**src/rtl/dram_ref_pkg.sv**
```systemverilog
package dram_ref_pkg;
  typedef enum logic [1:0] {SEQ_IDLE, SEQ_SETUP, SEQ_ACTIVE, SEQ_PRECH} seq_state_e;
  typedef enum logic [1:0] {CTL_PWRUP, CTL_INIT, CTL_RUN} ctl_state_e;

  function automatic int unsigned max3(int unsigned a, int unsigned b, int unsigned c);
    int unsigned m;
    m = (a > b) ? a : b;
    return (m > c) ? m : c;
  endfunction
endpackage

```
**src/rtl/ref_interval_timer.sv**
```systemverilog
module ref_interval_timer #(
  parameter int unsigned INTERVAL = 1560
) (
  input  logic clk_i,
  input  logic rst_ni,
  input  logic en_i,
  output logic tick_o
);
  localparam int unsigned TW = $clog2(INTERVAL + 1);
  localparam logic [TW-1:0] RELOAD = TW'(INTERVAL - 1);

  logic [TW-1:0] cnt_q;

  assign tick_o = en_i && (cnt_q == '0);

  always_ff @(posedge clk_i or negedge rst_ni) begin
    if (!rst_ni)          cnt_q <= RELOAD;
    else if (!en_i)       cnt_q <= RELOAD;
    else if (tick_o)      cnt_q <= RELOAD;
    else                  cnt_q <= cnt_q - TW'(1);
  end
endmodule

```
**src/rtl/ref_owed_tracker.sv**
```systemverilog
module ref_owed_tracker #(
  parameter int unsigned MAX_OWED = 8
) (
  input  logic clk_i,
  input  logic rst_ni,
  input  logic tick_i,
  input  logic done_i,
  output logic pending_o,
  output logic at_limit_o
);
  localparam int unsigned OW = $clog2(MAX_OWED + 1);
  localparam logic [OW-1:0] LIMIT = OW'(MAX_OWED);

  logic [OW-1:0] owed_q;

  assign pending_o  = (owed_q != '0);
  assign at_limit_o = (owed_q == LIMIT);

  always_ff @(posedge clk_i or negedge rst_ni) begin
    if (!rst_ni) begin
      owed_q <= '0;
    end else begin
      unique case ({tick_i, done_i})
        2'b10: if (owed_q != LIMIT) owed_q <= owed_q + OW'(1);
        2'b01: if (owed_q != '0)    owed_q <= owed_q - OW'(1);
        default: ;
      endcase
    end
  end
endmodule

```
**src/rtl/ref_strobe_seq.sv**
```systemverilog
module ref_strobe_seq
  import dram_ref_pkg::*;
#(
  parameter bit          MODE_CBR = 1'b1,
  parameter int unsigned ROW_W    = 12,
  parameter int unsigned T_SU     = 1,
  parameter int unsigned T_RAS    = 6,
  parameter int unsigned T_RP     = 4
) (
  input  logic             clk_i,
  input  logic             rst_ni,
  input  logic             start_i,
  output logic             busy_o,
  output logic             done_o,
  output logic             ras_n_o,
  output logic             cas_n_o,
  output logic             we_n_o,
  output logic [ROW_W-1:0] addr_o
);
  localparam int unsigned LEN_MAX = max3(T_SU, T_RAS, T_RP);
  localparam int unsigned CW      = $clog2(LEN_MAX + 1);

  seq_state_e    state_q, state_d;
  logic [CW-1:0] cnt_q, cnt_d;
  logic          last;

  assign last = (cnt_q == '0);

  always_comb begin
    state_d = state_q;
    cnt_d   = cnt_q;
    unique case (state_q)
      SEQ_IDLE:
        if (start_i) begin
          state_d = SEQ_SETUP;
          cnt_d   = CW'(T_SU - 1);
        end
      SEQ_SETUP:
        if (last) begin
          state_d = SEQ_ACTIVE;
          cnt_d   = CW'(T_RAS - 1);
        end else cnt_d = cnt_q - CW'(1);
      SEQ_ACTIVE:
        if (last) begin
          state_d = SEQ_PRECH;
          cnt_d   = CW'(T_RP - 1);
        end else cnt_d = cnt_q - CW'(1);
      SEQ_PRECH:
        if (last) state_d = SEQ_IDLE;
        else      cnt_d   = cnt_q - CW'(1);
      default: state_d = SEQ_IDLE;
    endcase
  end

  always_ff @(posedge clk_i or negedge rst_ni) begin
    if (!rst_ni) begin
      state_q <= SEQ_IDLE;
      cnt_q   <= '0;
    end else begin
      state_q <= state_d;
      cnt_q   <= cnt_d;
    end
  end

  assign busy_o  = (state_q != SEQ_IDLE);
  assign done_o  = (state_q == SEQ_PRECH) && last;
  assign ras_n_o = (state_q != SEQ_ACTIVE);
  // WE low at the RAS fall would turn a CBR cycle into test-mode entry
  assign we_n_o  = 1'b1;

  if (MODE_CBR) begin : g_cbr
    assign cas_n_o = !((state_q == SEQ_SETUP) || (state_q == SEQ_ACTIVE));
    assign addr_o  = '0;
  end else begin : g_ras_only
    logic [ROW_W-1:0] row_q;
    always_ff @(posedge clk_i or negedge rst_ni) begin
      if (!rst_ni)     row_q <= '0;
      else if (done_o) row_q <= row_q + ROW_W'(1);
    end
    assign cas_n_o = 1'b1;
    assign addr_o  = row_q;
  end
endmodule

```
**src/rtl/dram_refresh_sched.sv**
```systemverilog
module dram_refresh_sched
  import dram_ref_pkg::*;
#(
  parameter bit          MODE_CBR     = 1'b1,
  parameter int unsigned ROW_W        = 12,
  parameter int unsigned REF_INTERVAL = 1560,
  parameter int unsigned PWRUP_CYC    = 20000,
  parameter int unsigned INIT_CNT     = 8,
  parameter int unsigned MAX_OWED     = 8,
  parameter int unsigned T_SU         = 1,
  parameter int unsigned T_RAS        = 6,
  parameter int unsigned T_RP         = 4
) (
  input  logic             clk_i,
  input  logic             rst_ni,
  input  logic             host_req_i,
  output logic             host_gnt_o,
  output logic             ref_own_o,
  output logic             ras_n_o,
  output logic             cas_n_o,
  output logic             we_n_o,
  output logic [ROW_W-1:0] addr_o
);
  localparam int unsigned PW = $clog2(PWRUP_CYC + 1);
  localparam int unsigned IW = $clog2(INIT_CNT + 1);

  ctl_state_e    ctl_q;
  logic [PW-1:0] pw_cnt_q;
  logic [IW-1:0] init_left_q;
  logic          seq_busy, seq_done, start, tick, pending, at_limit, in_run;

  assign in_run = (ctl_q == CTL_RUN);
  assign start  = !seq_busy &&
                  (((ctl_q == CTL_INIT) && (init_left_q != '0)) ||
                   (in_run && pending && !host_req_i));

  always_ff @(posedge clk_i or negedge rst_ni) begin
    if (!rst_ni) begin
      ctl_q       <= CTL_PWRUP;
      pw_cnt_q    <= PW'(PWRUP_CYC - 1);
      init_left_q <= IW'(INIT_CNT);
    end else begin
      unique case (ctl_q)
        CTL_PWRUP:
          if (pw_cnt_q == '0) ctl_q <= CTL_INIT;
          else                pw_cnt_q <= pw_cnt_q - PW'(1);
        CTL_INIT: begin
          if (seq_done) init_left_q <= init_left_q - IW'(1);
          if ((init_left_q == '0) && !seq_busy) ctl_q <= CTL_RUN;
        end
        default: ;
      endcase
    end
  end

  ref_interval_timer #(
    .INTERVAL(REF_INTERVAL)
  ) i_timer (
    .clk_i  (clk_i),
    .rst_ni (rst_ni),
    .en_i   (in_run),
    .tick_o (tick)
  );

  ref_owed_tracker #(
    .MAX_OWED(MAX_OWED)
  ) i_owed (
    .clk_i      (clk_i),
    .rst_ni     (rst_ni),
    .tick_i     (tick),
    .done_i     (seq_done && in_run),
    .pending_o  (pending),
    .at_limit_o (at_limit)
  );

  ref_strobe_seq #(
    .MODE_CBR (MODE_CBR),
    .ROW_W    (ROW_W),
    .T_SU     (T_SU),
    .T_RAS    (T_RAS),
    .T_RP     (T_RP)
  ) i_seq (
    .clk_i   (clk_i),
    .rst_ni  (rst_ni),
    .start_i (start),
    .busy_o  (seq_busy),
    .done_o  (seq_done),
    .ras_n_o (ras_n_o),
    .cas_n_o (cas_n_o),
    .we_n_o  (we_n_o),
    .addr_o  (addr_o)
  );

  // host may only start while nothing is owed beyond the limit and strobes are free
  assign host_gnt_o = in_run && !seq_busy && !start && !at_limit;
  assign ref_own_o  = seq_busy;
endmodule

```
**config.mk**
```make
export PLATFORM = sky130hd
export DESIGN_NAME = dram_refresh_sched
export DESIGN_NICKNAME = d
export VERILOG_FILES = /design/src/rtl/dram_ref_pkg.sv /design/src/rtl/ref_interval_timer.sv /design/src/rtl/ref_owed_tracker.sv /design/src/rtl/ref_strobe_seq.sv /design/src/rtl/dram_refresh_sched.sv
export SDC_FILE = /design/constraint.sdc
export NUM_CORES = 1
export LEC_CHECK = 0
export ABC_AREA = 1
export BUFFER_PORTS_ARGS = -buffer_cell sky130_fd_sc_hd__buf_2
export CAP_MARGIN = 30
export CORE_MARGIN = 2
export CORE_UTILIZATION = 55
export CTS_CLUSTER_DIAMETER = 60
export DETAILED_ROUTE_END_ITERATION = 8
export MAX_ROUTING_LAYER = met4
export PLACE_DENSITY = 0.8
export RECOVER_POWER = 100
export SLEW_MARGIN = 20
export SYNTH_ARGS = -nofsm -noshare
export SYNTH_HDL_FRONTEND = slang
export SYNTH_SLANG_ARGS = --single-unit
```
**constraint.sdc**
```tcl
create_clock -name clk_i -period 2.5 [get_ports clk_i]
set_clock_uncertainty 0.05 [all_clocks]
set_input_delay 0.25 -clock clk_i [delete_from_list [all_inputs] [get_ports clk_i]]
set_output_delay 0.25 -clock clk_i [all_outputs]
set_load 0.03 [all_outputs]
```
; ---- Word-level counts from Yosys, hierarchy flattened
; Index checks and enable logic that the tools add are counted.
; Widths: inputs -> output; s select.
[totals]
regBits = 41
inputBits = 3
wordCells = 86
output_inout_bits = 17
[classes]
addsub = 6
reduce_logical = 35
bitwise_logic = 1
mux = 18
n_eq_ne = 19
[ops]
columns = operator, n
row1 = $mux 11, 2
row2 = $logic_not 15->1, 1
row3 = $sub 15x1->15 const B, 1
row4 = $mux 2, 6
row5 = $mux 3, 4
row6 = $pmux 3 s4, 1
row7 = $logic_and 1x1->1, 11
row8 = $logic_not 11->1, 1
row9 = $sub 11x1->11 const B, 1
row10 = $ne 2x1->1 const B, 5
row11 = $ne 2x2->1 const B, 5
row12 = $eq 2x2->1 const B, 4
row13 = $mux 4, 2
row14 = $pmux 2 s4, 1
row15 = $pmux 4 s2, 1
row16 = $reduce_bool 4->1, 2
row17 = $sub 4x1->4 const B, 2
row18 = $eq 2x1->1 const B, 3
row19 = $reduce_and 2->1, 3
row20 = $reduce_and 3->1, 2
row21 = $reduce_bool 2->1, 3
row22 = $logic_not 1->1, 5
row23 = $add 4x1->4 const B, 1
row24 = $eq 4x4->1 const B, 1
row25 = other kinds (9), 11

; ---- Depth between registers and ports, before layout
; Gate-level depths: netlist of run 1.
[depth]
ltp_word = 8
mapped_depth = 15
depth_no_buf = 15

; ---- Modules after synthesis
; A second synthesis of run 1 with hierarchy kept.
[hier_totals]
cells_unflattened = 390
area_unflattened_um2 = 2846.5
[by_module_without_submodules]
columns = module, instances, cells_each, seq_area_each_um2, area_each_um2
row1 = dram_refresh_sched, 1, 188, 538.0, 1318.8
row2 = ref_interval_timer, 1, 79, 282.8, 671.9
row3 = ref_strobe_seq, 1, 74, 125.1, 536.8
row4 = ref_owed_tracker, 1, 49, 100.1, 319.1

; ---- Worst setup path after synthesis of run 1
; No wires, ideal clock.
[synth_timing]
path_kind = register to register
startpoint = register i_seq.cnt_q[0]
endpoint = register i_owed.owed_q[2]
t_arrival_ps = 1970
setup_slack_ps = 346
setup_ps = 134
path_stages_with_launch = 15
period_less_slack_ps = 2154
path_buffers = 0
required_ps = 2316
cell_sequence = dfrtp_1 -> inv_1 -> ha_1 -> ha_1 -> nand2_1 -> nor2_1 -> ha_1 -> nand2_1 -> inv_1 -> nor2_1 -> ha_1 -> a21oi_1 -> xnor2_1 -> nand2_1 -> o21ai_0
[synth_via]
elab_chain_len = 6
word_cells_on_any_way = 10
classes_between = eq/ne: 4 / mux: 1 / reduce/logical: 5
[synth_rtl]
columns = element, line_no
row1 = "start, declared", ref_strobe_seq.sv:24  ; logic [CW-1:0] cnt_q, cnt_d;
row2 = "start signal, assigned", ref_strobe_seq.sv:61  ; cnt_q <= cnt_d;
row3 = $logic_not 3->1 *, ref_strobe_seq.sv:27  ; assign last = (cnt_q == '0);
row4 = $logic_and 1x1->1 *, ref_strobe_seq.sv:66  ; assign done_o = (state_q == SEQ_PRECH) && last;
row5 = $logic_and 1x1->1 *, dram_refresh_sched.sv:71  ; .done_i (seq_done && in_run),
row6 = $eq 2x2->1 or $eq 2x1->1 (tied branches), ref_owed_tracker.sv:23  ; unique case ({tick_i, done_i})
row7 = "$ne 2x1->1 (no source line), or another cell as far along", n/a
row8 = $reduce_and 3->1 (no source line), n/a
row9 = "end signal, assigned", ref_owed_tracker.sv:24  ; 2'b10: if (owed_q != LIMIT) owed_q <= owed_q + OW'(1);
row10 = "end signal, assigned", ref_owed_tracker.sv:25  ; 2'b01: if (owed_q != '0) owed_q <= owed_q - OW'(1);
row11 = "end, declared", ref_owed_tracker.sv:14  ; logic [OW-1:0] owed_q;
; Mark *: on every way between the ends. The rest lies on a longest branch, timed or not.
; A chain may end at the register's enable or synchronous reset.

; ---- Worst setup path after layout of run 1
; Same ends and word-level chain as after synthesis.

==> flow_summary.ini, run 1 <==
[worst_setup_path]
critPathMaxStageDelay_ns = 0.38
crit_required_ns = 2.67
end_kind = flop
cp-start-kind = flop
criticalPathCategory = flop to flop
critPathTopFamily = adder cells
worst-r2r-setup-slack_ns = 0.19
cp_max_fo = 5
cp.arrival_ns = 2.47
cp_cell_sequence = inv_1 > ha_1 > ha_1 > nand2_1 > nor2_2 > ha_2 > nand2_1 > inv_1 > nor2_2 > ha_1 > a21oi_1 > xnor2_1 > nand2_1 > o21ai_0
critical_path_buf_inv_count = 2
ff2ff_path_depth = 14
crit_slowest_cell = dfrtp_1
timing.rr.start = i_seq.cnt_q[0]$_DFFE_PN0P_
reg2reg_to = i_owed.owed_q[2]$_DFFE_PN0P_

[outcome]
outcome = complete, no violations

[global_routing]
grt-ovfl-total = 0
grt.total_usage = 0.1930
grt_max_degree = 42
grt_pass1_vias = 1938
grt_pass1_wl_um = 8066
antenna_found_initial = 0

[floorplanning]
fp-row-count = 25
core_sq_um = 4723
die-height_um = 74.04
dieWidth_um = 74.04
io-pin-count = 20
start_util = 0.5711
die_area_sq_um = 5481

[logic_synthesis]
yosysTopAreaCell = dfrtp_1
synthSimpleGateAreaFrac = 0.3288
synth_cell_types = 28
synth_xor_area_frac = 0.05195
synth_top_family_by_area = simple AND/OR/NAND/NOR gates
yosys_warnings = 0
netlist_top_cells_count = nand2_1 (109), inv_1 (46), nor2_1 (46)
synth.top_cell.area_share = 0.2319
muxShareOfSynthArea = 0
synth_edf_count = 0
netlist_instances = 361
syn-cell-area_sq_um = 2698
synth_most_common_cell = nand2_1
syn_area_per_cell_sq_um = 7.473
synth-seq-cells = 41
synth_compound_area_frac = 0.04267
synth_flop_cell = dfrtp_1
async_flop_share = 1.000
synthAdderAreaFrac = 0.07421
synth_seq_area_share = 0.3878
yosys-top-cells-area = dfrtp_1 (23%), dfstp_2 (16%), nand2_1 (15%), ha_1 (7.4%), inv_1 (6.4%)

[worst_hold_path]
whs_endpoint = i_seq.state_q[0]$_DFFE_PN0P_
hp-start = host_req_i
hp-class = input port to flop
hold_depth = 6

[route]
drt_first_iter_violations = 64
via_per_inst = 4.891
remaining_drc_errors = 0
wl_um = 4704
vias = 2157
dr.pass1.iters = 4
wl_per_cell_um = 10.67
ant_nets = 0

[timing]
tightest_slew_ns = 0.9672
setup_viol = 0
fmax_mhz = 433.2
period_share = 0.9233
rsz0062_at_grt = false
fin_setup_tns_ns = 0
post-route-min-period_ns = 2.308
slew_headroom = 0.3552
final-max-slew-violation-count = 0
hold_violations = 0
setup_ws_ns = 0.1918

[power_and_ir_drop]
power.switching_w = 0.0002600
p_int_w = 0.0008627
clkPwrFrac = 0.371
peakVddDrop_uv = 217.7
power.density_nw_per_um2 = 399.3
p_comb_frac = 0.037
seq_power_share = 0.592
p_leak_nw = 1.477
power.share.switching = 0.2316

[cts]
clk_pin_slew_ns = 0.08
cts_num_sinks = 41
cts_buffer_depth = 2
clk_latency_ns = 0.29
cts_htree_levels = 2
cts_tree = built
postCtsSetupBuffers = 0
cts_made_buffers = 5
cts_root_buf = clkbuf_8

[finish]
final_nets = 392
drive_gt1_frac = 0.09358
antenna_cells = 0
finalNonFillerCells = 441
postLayoutCoreUtil = 0.5952
area_delta_synth_final_pct = 4.221

[place]
dp_cells = 431
dp_hpwl_um = 3429
gp_congestion = 0.8640
place.port_buffers = 6
dp_slack_ns = 0.1431

[run]
maxCapViolCount = 0
## cell families (layout without fill, tap and decap cells)
kind of cell / after synthesis / count (layout)
other: 2 / 13
adders and majority gates: 16 / 16
DFF: 41 / 41
xor gates and xnor gates: 16 / 16
AOI/OAI and AO/OA: 21 / 21
and+or+nand+nor: 202 / 202
buffers and inverters: 63 / 65
## worst reg2reg max path, stage by stage (launching register included)
cell,delay (ns)
dfrtp_1,0.38
inv_1,0.09
ha_1,0.18
ha_1,0.22
nand2_1,0.12
nor2_2,0.16
ha_2,0.24
nand2_1,0.07
inv_1,0.08
nor2_2,0.05
ha_1,0.18
a21oi_1,0.15
xnor2_1,0.13
nand2_1,0.06
o21ai_0,0.07
## state kept, by name, indices dropped and copies added, names as in the netlist
| name | count |
|---|---|
| i_seq.cnt_q | 3 |
| pw_cnt_q | 15 |
| i_timer.cnt_q | 11 |
| init_left_q | 4 |
| i_owed.owed_q | 4 |
| ctl_q | 2 |
| i_seq.state_q | 2 |
## worst max-delay path by stage
stage / depth (start not counted) / to / slack, ns / from
after floorplan: 14 / i_owed.owed_q[2]$_DFFE_PN0P_ / 0.35 / i_seq.cnt_q[0]$_DFFE_PN0P_
after global placement: 14 / i_owed.owed_q[2]$_DFFE_PN0P_ / 0.26 / i_seq.cnt_q[0]$_DFFE_PN0P_
after detailed placement: 14 / i_owed.owed_q[2]$_DFFE_PN0P_ / 0.14 / i_seq.cnt_q[0]$_DFFE_PN0P_
after CTS: 14 / i_owed.owed_q[2]$_DFFE_PN0P_ / 0.12 / i_seq.cnt_q[0]$_DFFE_PN0P_
after global routing: 15 / i_owed.owed_q[2]$_DFFE_PN0P_ / 0.008 / i_timer.cnt_q[0]$_DFF_PN1_
final: 14 / i_owed.owed_q[2]$_DFFE_PN0P_ / 0.19 / i_seq.cnt_q[0]$_DFFE_PN0P_
## power by group through the flow
stage / Sequential, W / Combinational [W] / Clock [W]
CTS: 0.000664 / 0.0000407 / 0.000435
global route: 0.000664 / 0.0000463 / 0.000462
detailed placement: 0.000676 / 0.0000406 / 0
floorplan: 0.000676 / 0.0000415 / 0
global placement: 0.000676 / 0.0000404 / 0
finish: 0.000664 / 0.0000416 / 0.000417
## cells in the final DEF, fill, tap and decap left out, types with 8 or more instances in the layout
| master | n |
|---|---|
| nand2_1 | 111 |
| inv_1 | 47 |
| nor2_1 | 44 |
| dfrtp_1 | 25 |
| nand3_1 | 17 |
| o21ai_0 | 16 |
| ha_1 | 15 |
| dfstp_2 | 15 |
| conb_1 | 13 |
| nor3_1 | 8 |
| xor2_1 | 8 |
| xnor2_1 | 8 |
## final cells by class
type	instances	area, sq um
Sequential cell	41	1046
Multi-Input combinational cell	268	1378
Tap cell	67	83.83
Clock inverter	1	5.005
Inverter	49	183.9
Fill cell	419	1912
Clock buffer	7	76.32
Timing Repair Buffer	8	38.79
## stage by stage
step                hold WS, ns  total power, W  instance area (sq um)
floorplan              -0.09559       0.0007177                   2739
global placement         0.3819       0.0007165                   2735
detailed placement       0.3861       0.0007166                   2735
CTS                     0.06265        0.001139                   2816
global route             0.4477        0.001172                   2811
finish                   0.4007        0.001123                   2811
## timing repair
item                       in CTS  in global routing
hold endpoints to repair        0                 10
setup endpoints to repair       0                  2
hold buffers                    0                  1
gates resized for setup         0                  4
## per-layer routing
metal,track usage,part of all wire,up-vias
met2,0.3234,0.48,40
met4,0.06061,0.013,0
met1,0.2356,0.47,994
met3,0.03659,0.033,6
li1,-,-,1117
met5,-,0,-
Power figures use the tool's default switching activity.
==> inputs of run 2 (changes only) <==
--- a/config.mk
+++ b/config.mk
@@ -9,5 +9,4 @@
 export BUFFER_PORTS_ARGS = -buffer_cell sky130_fd_sc_hd__buf_2
 export CAP_MARGIN = 30
-export CORE_MARGIN = 2
 export CORE_UTILIZATION = 55
 export CTS_CLUSTER_DIAMETER = 60
==> constraint.sdc (replaced) <==
create_clock -name clk_i -period 2.5 [get_ports clk_i]
set_clock_uncertainty 0.05 [all_clocks]
set_input_delay 0.375 -clock clk_i [delete_from_list [all_inputs] [get_ports clk_i]]
set_output_delay 0.375 -clock clk_i [all_outputs]
set_load 0.03 [all_outputs]
==> run 2 against run 1 <==
Compared with the run above: design area grew 1.4%; clock power grew 35%; die area shrank 5.3%; power grew 13%; via count shrank 2.4%.
==> flow_summary.ini, run 2 (synthesis gave the netlist of run 1 again) <==
[route]
dr.pass1.iters = 4
wl_per_cell_um = 10.72
vias = 2105
remaining_drc_errors = 0
drt_first_iter_violations = 119
ant_nets = 0
wl_um = 4728
via_per_inst = 4.773

[power_and_ir_drop]
p_leak_nw = 1.493
power_w = 0.001267
peakVddDrop_uv = 379.2
power.density_nw_per_um2 = 444.4

[place]
gp_congestion = 0.8311
place.port_buffers = 6
dp_hpwl_um = 3362
dp_slack_ns = 0.1068

[global_routing]
grt.total_usage = 0.2099
grt_pass1_vias = 1957
grt-ovfl-total = 0
grt_max_degree = 42
antenna_found_initial = 0
grt_pass1_wl_um = 8211

[finish]
layout_common_cells = nand2_1 (110), inv_1 (47), nor2_1 (45)
final_nets = 392
antenna_cells = 0
drive_gt1_frac = 0.09358
top_register = pw_cnt_q
final_common_cell = nand2_1
largest_registers = pw_cnt_q x15, i_timer.cnt_q x11
area_delta_synth_final_pct = 5.705
largest_reg_flops = 15

[floorplanning]
io-pin-count = 20
fp-row-count = 25
dieWidth_um = 72.04
die-height_um = 72.04
start_util = 0.5711
core_sq_um = 4723
die_area_sq_um = 5189

[worst_hold_path]
hp-class = flop to flop
hp-start = init_left_q[0]$_DFFE_PN0P_

[worst_setup_path]
worst-r2r-setup-slack_ns = 0.22
critPathMaxStageDelay_ns = 0.54
end_kind = flop
reg2reg_to = i_owed.owed_q[2]$_DFFE_PN0P_
cp_cell_sequence = inv_1 > ha_1 > inv_1 > nor3_1 > and3_1 > inv_1 > ha_2 > nand2_1 > inv_1 > nor2_1 > ha_1 > a21oi_1 > xnor2_1 > nand2_1 > o21ai_0
startpoint = i_timer.cnt_q[0]$_DFF_PN1_
criticalPathCategory = flop to flop
cp.arrival_ns = 2.46
timing.rr.start = i_timer.cnt_q[0]$_DFF_PN1_
crit_required_ns = 2.68
cp_max_fo = 5
cp-endpoint = i_owed.owed_q[2]$_DFFE_PN0P_
cp-start-kind = flop
cp_common_cell = inv_1
ff2ff_path_depth = 15
crit_slowest_cell = dfstp_1

[cts]
cts_tree = built
clk_pin_slew_ns = 0.08
cts_num_sinks = 41
cts_root_buf = clkbuf_8
clk_latency_ns = 0.30
cts_htree_levels = 2
cts_made_buffers = 5
cts_buffer_depth = 2

[timing]
slew_headroom = 0.3596
period_share = 0.9112
fin_setup_tns_ns = 0
post-route-min-period_ns = 2.278
setup_viol = 0
whs_ns = 0.4246
final-max-slew-violation-count = 0
tightest_slew_ns = 0.9607
fmax_mhz = 439.0
setup_ws_ns = 0.2221
hold_violations = 0
rsz0062_at_grt = false

[outcome]
outcome = complete, no violations

[run]
maxCapViolCount = 0
==> run 2: final cells by class <==
class	instances	area (sq um)
Multi-Input combinational cell	268	1383
Tap cell	67	83.83
Inverter	49	183.9
Clock buffer	7	86.33
Timing Repair Buffer	8	38.79
Clock inverter	1	30.03
Sequential cell	41	1046
Fill cell	430	1872
==> run 2: critical path, delay by kind of cell (launching register included) <==
family	cells	cell delay (ns)
AOI/OAI and AO/OA	2	0.23
DFF	1	0.54
and+or+nand+nor	5	0.40
xor gates and xnor gates	1	0.13
buffers and inverters	4	0.28
adders and majority gates	3	0.58
==> run 2: where the power goes <==
group | switching, W | internal, W
combinational | 0.0000387 | 0.00000263
sequential | 0 | 0.000664
clock | 0.000236 | 0.000326
total | 0.000275 | 0.000992
==> run 2: metal layers <==
metal,wire length (um),track usage,up-vias,share of wire
met5,0,-,-,0
met3,187,0.04722,7,0.040
met4,76,0.08279,0,0.016
met2,2262,0.3470,35,0.48
li1,-,-,1109,-
met1,2202,0.2500,954,0.47
==> run 2: worst min-delay path by stage <==
stage,endpoint,cells after the start
after floorplan,ctl_q[0]$_DFFE_PN0P_,0
after global routing,i_timer.cnt_q[0]$_DFF_PN1_,1
after CTS,i_seq.cnt_q[2]$_DFFE_PN0P_,1
after global placement,i_timer.cnt_q[0]$_DFF_PN1_,1
final,init_left_q[0]$_DFFE_PN0P_,1
after detailed placement,i_timer.cnt_q[0]$_DFF_PN1_,1
==> run 2: timing repair <==
| item | in CTS | in global routing |
|---|---|---|
| setup endpoints to repair | 0 | 3 |
| buffers inserted | 0 | 0 |
| endpoints found under the hold margin | 0 | 9 |
| gates resized for setup | 0 | 4 |
| hold buffers | 0 | 1 |
==> run 2: stage by stage <==
stage | cell area (sq um) | utilization | instances
after CTS | 2851 | 0.6037 | 439
after global routing | 2851 | 0.6037 | 441
final | 2851 | 0.6037 | 441
after global placement | 2735 | 0.5791 | 431
after floorplan | 2739 | - | 372
after detailed placement | 2735 | 0.5791 | 431
